==> config.mk <==
export PLATFORM = sky130hd
export DESIGN_NAME = serial_tx_chan
export DESIGN_NICKNAME = d
export VERILOG_FILES = /design/src/rtl/serial_tx_pkg.sv /design/src/rtl/tx_fifo.sv /design/src/rtl/tx_line_engine.sv /design/src/rtl/serial_tx_chan.sv
export SDC_FILE = /design/constraint.sdc
export NUM_CORES = 1
export LEC_CHECK = 0
export BUFFER_PORTS_ARGS = -buffer_cell sky130_fd_sc_hd__buf_2
export CAP_MARGIN = 20
export CORE_MARGIN = 1
export CORE_UTILIZATION = 53
export DETAILED_ROUTE_END_ITERATION = 7
export PLACE_DENSITY = 0.8
export SKIP_CTS_REPAIR_TIMING = 1
export SLEW_MARGIN = 20
export SYNTH_ARGS = -nofsm -noshare
export SYNTH_HDL_FRONTEND = slang
export SYNTH_SLANG_ARGS = --single-unit
==> constraint.sdc <==
create_clock -name clk -period 2.37 [get_ports clk]
set_input_delay 0.3555 -clock clk [delete_from_list [all_inputs] [get_ports clk]]
set_output_delay 0.3555 -clock clk [all_outputs]
set_load 0.005 [all_outputs]
==> src/rtl/serial_tx_pkg.sv <==
package serial_tx_pkg;
  typedef enum logic [1:0] {
    LN_IDLE  = 2'd0,
    LN_FRAME = 2'd1,
    LN_BREAK = 2'd2,
    LN_MARK  = 2'd3
  } line_state_e;
endpackage

==> src/rtl/tx_fifo.sv <==
module tx_fifo #(
  parameter int W     = 8,
  parameter int DEPTH = 4
) (
  input  logic         clk,
  input  logic         rst_n,
  input  logic         flush,
  input  logic         push,
  input  logic [W-1:0] wdata,
  input  logic         pop,
  output logic [W-1:0] rdata,
  output logic         empty,
  output logic         full
);
  localparam int AW = (DEPTH > 1) ? $clog2(DEPTH) : 1;
  localparam int CW = $clog2(DEPTH + 1);
  localparam logic [AW-1:0] LAST_IDX = AW'(DEPTH - 1);

  logic [W-1:0]  mem [DEPTH];
  logic [AW-1:0] rp, wp;
  logic [CW-1:0] cnt;

  function automatic logic [AW-1:0] step(input logic [AW-1:0] p);
    return (p == LAST_IDX) ? '0 : p + 1'b1;
  endfunction

  always_ff @(posedge clk) begin
    if (push) mem[wp] <= wdata;
  end

  always_ff @(posedge clk or negedge rst_n) begin
    if (!rst_n) begin
      rp  <= '0;
      wp  <= '0;
      cnt <= '0;
    end else if (flush) begin
      rp  <= '0;
      wp  <= '0;
      cnt <= '0;
    end else begin
      if (push) wp <= step(wp);
      if (pop)  rp <= step(rp);
      case ({push, pop})
        2'b10:   cnt <= cnt + 1'b1;
        2'b01:   cnt <= cnt - 1'b1;
        default: cnt <= cnt;
      endcase
    end
  end

  assign rdata = mem[rp];
  assign empty = (cnt == '0);
  assign full  = (cnt == CW'(DEPTH));
endmodule

==> src/rtl/tx_line_engine.sv <==
module tx_line_engine
  import serial_tx_pkg::*;
#(
  parameter int W = 8
) (
  input  logic         clk,
  input  logic         rst_n,
  input  logic         flush,
  input  logic         tick,
  input  logic         have_data,
  input  logic [W-1:0] head,
  output logic         take,
  input  logic         brk_go,
  input  logic         brk_end,
  output logic         txd,
  output logic         busy,
  output logic         in_break
);
  localparam int FRAME_BITS = W + 2;
  localparam int CW = $clog2(FRAME_BITS);
  localparam logic [CW-1:0] LAST = CW'(FRAME_BITS - 1);

  line_state_e   st;
  logic [W:0]    shreg;
  logic [CW-1:0] cnt;
  logic          brk_pend, stop_pend;
  logic          frame_end, decide, brk_now;

  assign frame_end = (st == LN_FRAME) && (cnt == LAST);
  assign decide    = tick && ((st == LN_IDLE) || (st == LN_MARK) || frame_end);
  assign take      = decide && have_data;
  assign brk_now   = brk_pend && !brk_end;

  always_ff @(posedge clk or negedge rst_n) begin
    if (!rst_n) begin
      st        <= LN_IDLE;
      shreg     <= '1;
      cnt       <= '0;
      txd       <= 1'b1;
      brk_pend  <= 1'b0;
      stop_pend <= 1'b0;
    end else if (flush) begin
      st        <= LN_IDLE;
      shreg     <= '1;
      cnt       <= '0;
      txd       <= 1'b1;
      brk_pend  <= 1'b0;
      stop_pend <= 1'b0;
    end else begin
      if (brk_go && st != LN_BREAK) brk_pend <= 1'b1;
      if (brk_end) brk_pend <= 1'b0;
      if (brk_end && st == LN_BREAK) stop_pend <= 1'b1;
      if (decide) begin
        if (have_data) begin
          st    <= LN_FRAME;
          txd   <= 1'b0;
          shreg <= {1'b1, head};
          cnt   <= '0;
        end else if (brk_now) begin
          st       <= LN_BREAK;
          txd      <= 1'b0;
          brk_pend <= 1'b0;
        end else begin
          st  <= LN_IDLE;
          txd <= 1'b1;
        end
      end else if (tick && st == LN_FRAME) begin
        txd   <= shreg[0];
        shreg <= {1'b1, shreg[W:1]};
        cnt   <= cnt + 1'b1;
      end else if (tick && st == LN_BREAK && stop_pend) begin
        st        <= LN_MARK;
        txd       <= 1'b1;
        stop_pend <= 1'b0;
      end
    end
  end

  assign busy     = (st == LN_FRAME);
  assign in_break = (st == LN_BREAK);
endmodule

==> src/rtl/serial_tx_chan.sv <==
module serial_tx_chan #(
  parameter int DATA_W     = 8,
  parameter int FIFO_DEPTH = 4
) (
  input  logic              clk,
  input  logic              rst_n,
  input  logic              tx_clear,
  input  logic              cmd_tx_on,
  input  logic              cmd_tx_off,
  input  logic              cmd_brk_on,
  input  logic              cmd_brk_off,
  input  logic              bit_tick,
  input  logic              in_valid,
  input  logic [DATA_W-1:0] in_data,
  output logic              in_ready,
  output logic              txd,
  output logic              tx_rdy,
  output logic              tx_emt
);
  logic              tx_en;
  logic              fifo_full, fifo_empty, fifo_pop, fifo_push;
  logic [DATA_W-1:0] fifo_head;
  logic              line_busy, line_brk;

  always_ff @(posedge clk or negedge rst_n) begin
    if (!rst_n)          tx_en <= 1'b0;
    else if (tx_clear)   tx_en <= 1'b0;
    else if (cmd_tx_off) tx_en <= 1'b0;
    else if (cmd_tx_on)  tx_en <= 1'b1;
  end

  assign in_ready  = tx_en && !fifo_full;
  assign fifo_push = in_valid && in_ready;

  tx_fifo #(.W(DATA_W), .DEPTH(FIFO_DEPTH)) u_fifo (
    .clk   (clk),
    .rst_n (rst_n),
    .flush (tx_clear),
    .push  (fifo_push),
    .wdata (in_data),
    .pop   (fifo_pop),
    .rdata (fifo_head),
    .empty (fifo_empty),
    .full  (fifo_full)
  );

  tx_line_engine #(.W(DATA_W)) u_line (
    .clk       (clk),
    .rst_n     (rst_n),
    .flush     (tx_clear),
    .tick      (bit_tick),
    .have_data (!fifo_empty),
    .head      (fifo_head),
    .take      (fifo_pop),
    .brk_go    (cmd_brk_on && tx_en),
    .brk_end   (cmd_brk_off),
    .txd       (txd),
    .busy      (line_busy),
    .in_break  (line_brk)
  );

  assign tx_rdy = tx_en && !fifo_full;
  assign tx_emt = tx_en && fifo_empty && !line_busy;
endmodule

==> results.sh, run 1 <==
export IMPL_p_total_mw=2.674
export IMPL_setup_tns_ns=0
export IMPL_area_delta_synth_final_pct=16.98
export IMPL_crit_required_ns=2.59
export IMPL_syn_area_um2=2616
export IMPL_num_antenna_cells=0
export IMPL_grt_busiest_layer="met2"
export IMPL_maxCapViolCount=0
export IMPL_overflow=0
export IMPL_ys_top_cells_by_area="edfxtp_1, dfrtp_1, dfstp_2"
export IMPL_synth_warning_count=0
export IMPL_synth_edf_count=32
export IMPL_synth_top_cell_area_share_pct=36.73
export IMPL_cts_made_buffers=9
export IMPL_grt_util_met3_pct=7.222
export IMPL_routedWlPerCell_um=15.85
export IMPL_ys_types=44
export IMPL_yosysMostFrequentCell="edfxtp_1"
export IMPL_vias_per_cell=5.449
export IMPL_antenna_found_initial=0
export IMPL_num_nets_final=240
export IMPL_synth_cells=180
export IMPL_routabilityCongestion=0.7679
export IMPL_finalSetupViolations=0
export IMPL_synth_common_cells="edfxtp_1, dfrtp_1, mux2i_1"
export IMPL_arrival_ns=2.45
export IMPL_num_vias=1553
export IMPL_whs_ns=0.004488
export IMPL_dieWidth_um=72.26
export IMPL_die_area_um2=5222
export IMPL_min_period_ns=2.235
export IMPL_crit_path_max_fanout=2
export IMPL_dr_pass1_iters=4
export IMPL_ir_drop_mv=0.8555
export IMPL_io_buffers=20
export IMPL_tightest_slew_ns=0.5639
export IMPL_synth_seq_cells=57
export IMPL_htree_levels=3
export IMPL_die_h_um=72.26
export IMPL_crit_path_end_kind="flop"
export IMPL_finClkSkew_ns=0.01112
export IMPL_status="finished, final reports clean"
export IMPL_initial_core_util_pct=55.39
export IMPL_rsz0062_at_grt="false"
export IMPL_syn_nets=207
export IMPL_use_met1_pct=24.47
export IMPL_n_fill_cell=350
export IMPL_num_rows=25
export IMPL_drive_above_1_share_pct=31.19
export IMPL_fin_crit_sh_pct=94.29
export IMPL_async_reset_ff_share_pct=43.86
export IMPL_antenna_left=0
export IMPL_synth_avg_cell_area_um2=14.53
export IMPL_track_usage_pct=20.56
export IMPL_fmax_ghz=0.4475
export IMPL_io_pin_count=21
export IMPL_ctsLongestPathBuffers=2
export IMPL_path_class="flop to flop"
export IMPL_grt_max_degree=26
export IMPL_route_detailed_drc=0
export IMPL_drt_total_wl_mm=4.517
export IMPL_slew_headroom_pct=62.41
export IMPL_clk_latency_ns=0.34
export IMPL_layout_cells_non_filler=285
export IMPL_grt_pass1_wl_mm=7.631
export IMPL_seq_area_frac_synth_pct=61.07
export IMPL_slew_viol_final=0
export IMPL_cts_root_buffer_cell="clkbuf_8"
export IMPL_multi_input_area_um2=943.4
export IMPL_hp_class="primary input to async pin"
export IMPL_clkTransAtPathRegs_ns=0.07
export IMPL_synth_top_cell_by_area="edfxtp_1"
export IMPL_hold_viol=0
export IMPL_power_leakage_nw=1.202
export IMPL_ys_flop_type="edfxtp_1"
export IMPL_clock_sinks=57
export IMPL_startpoint_type="flop"
export IMPL_seqCellArea_um2=1598
export IMPL_hpwl_mm=3.072
export IMPL_drtIter0Drc=92
export IMPL_power_density_nw_per_um2=873.8
export IMPL_dp_cells=269
export IMPL_core_um2=4723
export IMPL_grt_pass1_vias=1619
export IMPL_cts_tree="done"
export IMPL_postLayoutCoreUtil_pct=64.79
export IMPL_grt_util_met2_pct=34.48
## cell type report
type,count,area share [%]
sequential,57,52.21
clock buffer,10,4.170
inverter,7,0.8585
tap,67,2.739
multi-input combinational,108,30.83
clock inverter,6,3.475
timing repair buffer,30,5.724
## per-stage QoR
stage,worst slack (ns),area (um^2)
final,0.1353,3060
after global routing,0.01826,3060
after CTS,0.08887,3058
after detailed placement,0.1188,2824
after global placement,0.1593,2824
after floorplan,0.009768,2616
## cells by family after synthesis
logic type | share of synthesized area (%)
flip-flops | 61.07
multiplexers | 12.91
buffers and inverters | 2.965
AO/OA/AOI/OAI | 7.030
AND/OR/NAND/NOR | 9.948
XOR/XNOR | 1.004
adder cells (fa/ha/maj) | 5.069
## worst max-delay path, cell delays in order, from the launching register on
cell and delay [ns]:
dfrtp_1 0.39, ha_1 0.22, and4b_1 0.22, o211a_1 0.21, nor2b_1 0.14, fa_2 0.35
inv_2 0.06, nor3_1 0.04, mux2i_1 0.13, mux2_2 0.34
## metal layers
metal,routed length [um],vias to the layer above
li1,-,745
met3,148,7
met2,2260,25
met5,0,-
met1,2039,776
met4,68,0
## placed cells by master (no fill, tap or decap), types with 5 or more instances in the layout
| master | n |
|---|---|
| ha_1 | 9 |
| nor2b_1 | 5 |
| inv_1 | 6 |
| dfstp_2 | 9 |
| buf_2 | 20 |
| mux4_2 | 8 |
| edfxtp_1 | 32 |
| buf_4 | 10 |
| nand2_1 | 7 |
| mux2i_1 | 12 |
| nor3_1 | 6 |
| dfrtp_1 | 16 |
| nor2_1 | 10 |
| a21oi_1 | 5 |
| clkbuf_8 | 9 |
| a2bb2oi_1 | 7 |
## state kept, by name, summed over array words and instances, names as in the netlist, 2 cells and up
signal        count
u_line.st         2
u_fifo.mem       32
u_line.cnt        4
u_line.shreg      8
u_fifo.wp         2
u_fifo.cnt        3
u_fifo.rp         2
## final timing paths
| path | slack, ns | end | depth (start not counted) | start |
|---|---|---|---|---|
| max | 0.14 | u_fifo.cnt[2] | 9 | u_line.st[0] |
| min | 0.004 | u_line.cnt[2] | 1 | rst_n |
| max reg2reg | 0.14 | u_fifo.cnt[2] | 9 | u_line.st[0] |
| min reg2reg | 0.51 | u_line.shreg[3] | 1 | u_line.shreg[3] |
| max in group asynchronous | 1.98 | u_line.shreg[1] | 1 | rst_n |
| min in group clk | 0.17 | tx_en | 2 | cmd_tx_off |
## power breakdown
group,leakage [nW],internal (mW),switching (mW)
registers,0.604,1.11,0.0350
logic,0.484,0.243,0.223
clock network,0.114,0.693,0.370
Note: power is estimated with default switching activity, not from simulation.
==> run 2, diff against run 1 <==
CORE_UTILIZATION = 55   (was 53)
GPL_ROUTABILITY_DRIVEN = 1   (was unset)
PLACE_DENSITY = 0.79   (was 0.8)
clock period = 2.7 ns   (was 2.37 ns; I/O delays follow)
==> results.sh, run 2 (synthesized netlist as in run 1, its figures left out) <==
export IMPL_status="finished with violations"
export IMPL_violations="DRC"
export IMPL_num_vias=1555
export IMPL_largest_reg_flops=32
export IMPL_path_cells="inv_1 -> ha_1 -> and4b_1 -> o211a_1 -> nor2b_1 -> fa_1 -> inv_1 -> nor3_1 -> mux2i_1 -> mux2_2"
export IMPL_grt_max_degree=26
export IMPL_drive_above_1_share_pct=29.11
export IMPL_power_density_nw_per_um2=732.2
export IMPL_drt_total_wl_mm=4.605
export IMPL_largest_register="u_fifo.mem"
export IMPL_path_class="flop to flop"
export IMPL_vias_per_cell=5.868
export IMPL_die_h_um=70.97
export IMPL_crit_path_max_fanout=6
export IMPL_reg2reg_depth=10
export IMPL_clk_latency_ns=0.34
export IMPL_grt_pass1_wl_mm=7.983
export IMPL_ctsLongestPathBuffers=2
export IMPL_largestRegisters="u_fifo.mem: 32 flops, u_line.shreg: 8 flops, u_line.cnt: 4 flops"
export IMPL_timing_rr_start="u_line.st[1]"
export IMPL_fin_crit_sh_pct=86.26
export IMPL_crit_path_end_kind="flop"
export IMPL_clock_sinks=57
export IMPL_hold_viol=0
export IMPL_drtIter0Drc=96
export IMPL_postLayoutCoreUtil_pct=66.22
export IMPL_path_common_cell="inv_1"
export IMPL_maxCapViolCount=0
export IMPL_dieWidth_um=70.97
export IMPL_dr_pass1_iters=6
export IMPL_timing_final_ws_setup_ns=0.3710
export IMPL_tightest_slew_ns=0.5498
export IMPL_overflow=0
export IMPL_min_period_ns=2.329
export IMPL_num_rows=24
export IMPL_routedWlPerCell_um=17.38
export IMPL_setup_tns_ns=0
export IMPL_dp_cells=249
export IMPL_crit_required_ns=2.93
export IMPL_startpoint_type="flop"
export IMPL_clkTransAtPathRegs_ns=0.07
export IMPL_hp_class="primary input to async pin"
export IMPL_fmax_ghz=0.4294
export IMPL_startpoint="u_line.st[1]"
export IMPL_route_detailed_drc=2
export IMPL_num_nets_final=235
export IMPL_cts_root_buffer_cell="clkbuf_8"
export IMPL_slew_viol_final=0
export IMPL_finalSetupViolations=0
export IMPL_layout_commonest_cell="edfxtp_1"
export IMPL_layout_common_cells="edfxtp_1, buf_2, dfrtp_1"
export IMPL_grt_pass1_vias=1667
export IMPL_layout_cells_non_filler=265
export IMPL_die_area_um2=5037
export IMPL_slowest_stage="dfrtp_1"
export IMPL_max_stage_delay_ns=0.37
export IMPL_num_antenna_cells=0
export IMPL_ir_drop_mv=0.7161
export IMPL_slew_headroom_pct=63.35
export IMPL_rsz0062_at_grt="false"
export IMPL_area_delta_synth_final_pct=13.25
export IMPL_routabilityCongestion=0.8580
export IMPL_finClkSkew_ns=0.009125
export IMPL_arrival_ns=2.56
export IMPL_hpwl_mm=3.153
export IMPL_initial_core_util_pct=58.47
export IMPL_track_usage_pct=21.56
export IMPL_core_um2=4474
export IMPL_io_pin_count=21
export IMPL_cts_tree="done"
export IMPL_power_leakage_nw=1.158
export IMPL_antenna_found_initial=0
export IMPL_cts_made_buffers=9
export IMPL_htree_levels=3
export IMPL_antenna_left=0
export IMPL_place_ws_ns=0.3634
export IMPL_io_buffers=20
## run 2: where the power goes
| group | switching [mW] | internal (mW) |
|---|---|---|
| Clock | 0.350 | 0.423 |
| Sequential | 0.0349 | 0.974 |
| Combinational | 0.191 | 0.197 |
| Total | 0.575 | 1.59 |
## run 2: worst paths after layout
| check | endpoint | slack (ns) |
|---|---|---|
| max in group asynchronous | u_line.shreg[0] | 2.28 |
| max reg2reg | u_fifo.cnt[2] | 0.37 |
| min | tx_en | 0.05 |
| min in group clk | tx_en | 0.21 |
| min reg2reg | u_line.shreg[6] | 0.51 |
| max | u_fifo.cnt[2] | 0.37 |
## run 2: critical path: cells and delay by family, from the launching register on
kind,cells,cell delay [ns]
AO/OA/AOI/OAI,1,0.21
AND/OR/NAND/NOR,3,0.44
multiplexers,2,0.47
flip-flops,1,0.37
adder cells (fa/ha/maj),2,0.59
buffers and inverters,2,0.13
## run 2: area by class of cell
cell class	instances	area, um^2
Clock buffer	9	123.9
Inverter	7	26.28
Tap cell	52	65.06
Fill cell	317	1511
Multi-Input combinational cell	108	940.9
Timing Repair Buffer	25	137.6
Sequential cell	57	1598
Clock inverter	7	71.32
## run 2: through the flow
step | cell area, um^2 | hold WS, ns | power [mW]
final | 2963 | 0.04515 | 2.169
after global routing | 2963 | 0.09037 | 2.270
after CTS | 2963 | 0.05928 | 2.185
after detailed placement | 2768 | 0.4208 | 1.414
after global placement | 2768 | 0.4125 | 1.393
after floorplan | 2616 | 0.1094 | 1.318
## run 2: metal layers
metal | global-route usage (%) | vias to the layer above | routed length [um]
met5 | 0 | - | 0
met4 | 10.89 | 0 | 116
met3 | 4.701 | 10 | 174
met2 | 35.90 | 32 | 2286
met1 | 26.81 | 778 | 2029
li1 | - | 735 | -
==> run 3, diff against run 2 <==
CORE_ASPECT_RATIO = 1.4   (was unset)
clock period = 3 ns   (was 2.7 ns; I/O delays follow)
==> results.sh, run 3 (synthesized netlist as in run 1, its figures left out) <==
export IMPL_drt_total_wl_mm=4.643
export IMPL_cts_root_buffer_cell="clkbuf_8"
export IMPL_slew_viol_final=0
export IMPL_largest_register="u_fifo.mem"
export IMPL_crit_path_max_fanout=9
export IMPL_path_class="flop to flop"
export IMPL_drive_above_1_share_pct=27.96
export IMPL_core_um2=4536
export IMPL_largest_reg_flops=32
export IMPL_crit_path_end_kind="flop"
export IMPL_crit_required_ns=3.22
export IMPL_layout_common_cells="edfxtp_1, buf_2, dfrtp_1"
export IMPL_die_h_um=83.61
export IMPL_power_density_nw_per_um2=676.5
export IMPL_overflow=0
export IMPL_num_rows=29
export IMPL_htree_levels=3
export IMPL_num_antenna_cells=0
export IMPL_clock_sinks=57
export IMPL_hold_viol=0
export IMPL_slew_headroom_pct=59.79
export IMPL_cts_made_buffers=9
export IMPL_min_period_ns=2.577
export IMPL_io_pin_count=21
export IMPL_vias_per_cell=5.634
export IMPL_p_total_mw=2.013
export IMPL_antenna_found_initial=0
export IMPL_initial_core_util_pct=57.68
export IMPL_antenna_left=0
export IMPL_status="finished, final reports clean"
export IMPL_hpwl_mm=3.241
export IMPL_maxCapViolCount=0
export IMPL_io_buffers=20
export IMPL_routabilityCongestion=0.8934
export IMPL_rsz0062_at_grt="false"
export IMPL_power_leakage_nw=1.162
export IMPL_startpoint_type="flop"
export IMPL_tightest_slew_ns=0.5991
export IMPL_setup_tns_ns=0
export IMPL_grt_pass1_vias=1678
export IMPL_drtIter0Drc=72
export IMPL_routedWlPerCell_um=17.01
export IMPL_finalSetupViolations=0
export IMPL_ctsLongestPathBuffers=2
export IMPL_grt_max_degree=26
export IMPL_arrival_ns=2.80
export IMPL_fin_crit_sh_pct=85.91
export IMPL_dieWidth_um=60.29
export IMPL_route_detailed_drc=0
export IMPL_grt_pass1_wl_mm=7.762
export IMPL_num_nets_final=233
export IMPL_cts_tree="done"
export IMPL_clkTransAtPathRegs_ns=0.07
export IMPL_hp_class="primary input to async pin"
export IMPL_dr_pass1_iters=4
export IMPL_ir_drop_mv=0.5604
export IMPL_die_area_um2=5041
export IMPL_clk_latency_ns=0.33
export IMPL_layout_commonest_cell="edfxtp_1"
export IMPL_largestRegisters="u_fifo.mem: 32 flops, u_line.shreg: 8 flops, u_line.cnt: 4 flops"
export IMPL_area_delta_synth_final_pct=13.73
export IMPL_num_vias=1538
export IMPL_fmax_ghz=0.3880
export IMPL_track_usage_pct=22.33
export IMPL_finClkSkew_ns=0.008236
-- run 3: path summary, 6_finish.rpt --
| kind | startpoint | cells after the start | slack, ns | endpoint |
|---|---|---|---|---|
| hold reg to reg | u_line.shreg[5] | 1 | 0.50 | u_line.shreg[5] |
| max in group asynchronous | rst_n | 1 | 2.53 | u_line.shreg[0] |
| setup / recovery | u_line.st[1] | 10 | 0.42 | u_fifo.cnt[2] |
| hold / removal | rst_n | 1 | 0.1 | u_line.brk_pend |
| min in group clk | cmd_tx_off | 2 | 0.26 | tx_en |
| setup reg to reg | u_line.st[1] | 10 | 0.42 | u_fifo.cnt[2] |
-- run 3: where the power goes --
group          switching [mW]  internal (mW)
clock network           0.298          0.463
logic                   0.171          0.172
registers              0.0321          0.877
total                   0.501           1.51
-- run 3: final cells by class --
type                       count  area, um^2
sequential                    57        1598
fill                         305        1560
multi-input combinational    108       940.9
clock buffer                  10       127.6
timing repair buffer          23       122.6
clock inverter                 6       82.58
tap                           62       77.57
inverter                       7       26.28
-- run 3: worst max-delay path: stages, from the launching register on --
cell     delay, ns
dfrtp_1       0.38
inv_1         0.06
ha_1          0.25
and4b_1       0.25
o211a_1       0.34
nor2b_1       0.21
fa_1          0.38
inv_1         0.08
nor3_1        0.05
mux2i_1       0.13
mux2_2        0.34
-- run 3: routing by layer --
layer  wire length, um  global-route usage, %  share of wire (%)
met5                 0                      0                  0
met4                61                  8.245                1.3
met3               168                  8.217                3.6
met2              2541                  36.96                 55
met1              1872                  25.60                 40
-- run 3: through the flow --
stage / std cells / setup slack, ns / utilization (%) / instance area [um^2] / hold slack [ns]
3_5_place_dp: 257 / 0.4378 / 60.97 / 2765 / 0.4683
4_1_cts: 273 / 0.4298 / 65.60 / 2975 / 0.1064
5_1_grt: 273 / 0.2969 / 65.60 / 2975 / 0.1182
2_1_floorplan: 180 / 0.6398 / - / 2616 / 0.1544
6_report: 273 / 0.4228 / 65.60 / 2975 / 0.09767
3_3_place_gp: 257 / 0.5781 / 60.97 / 2765 / 0.4535
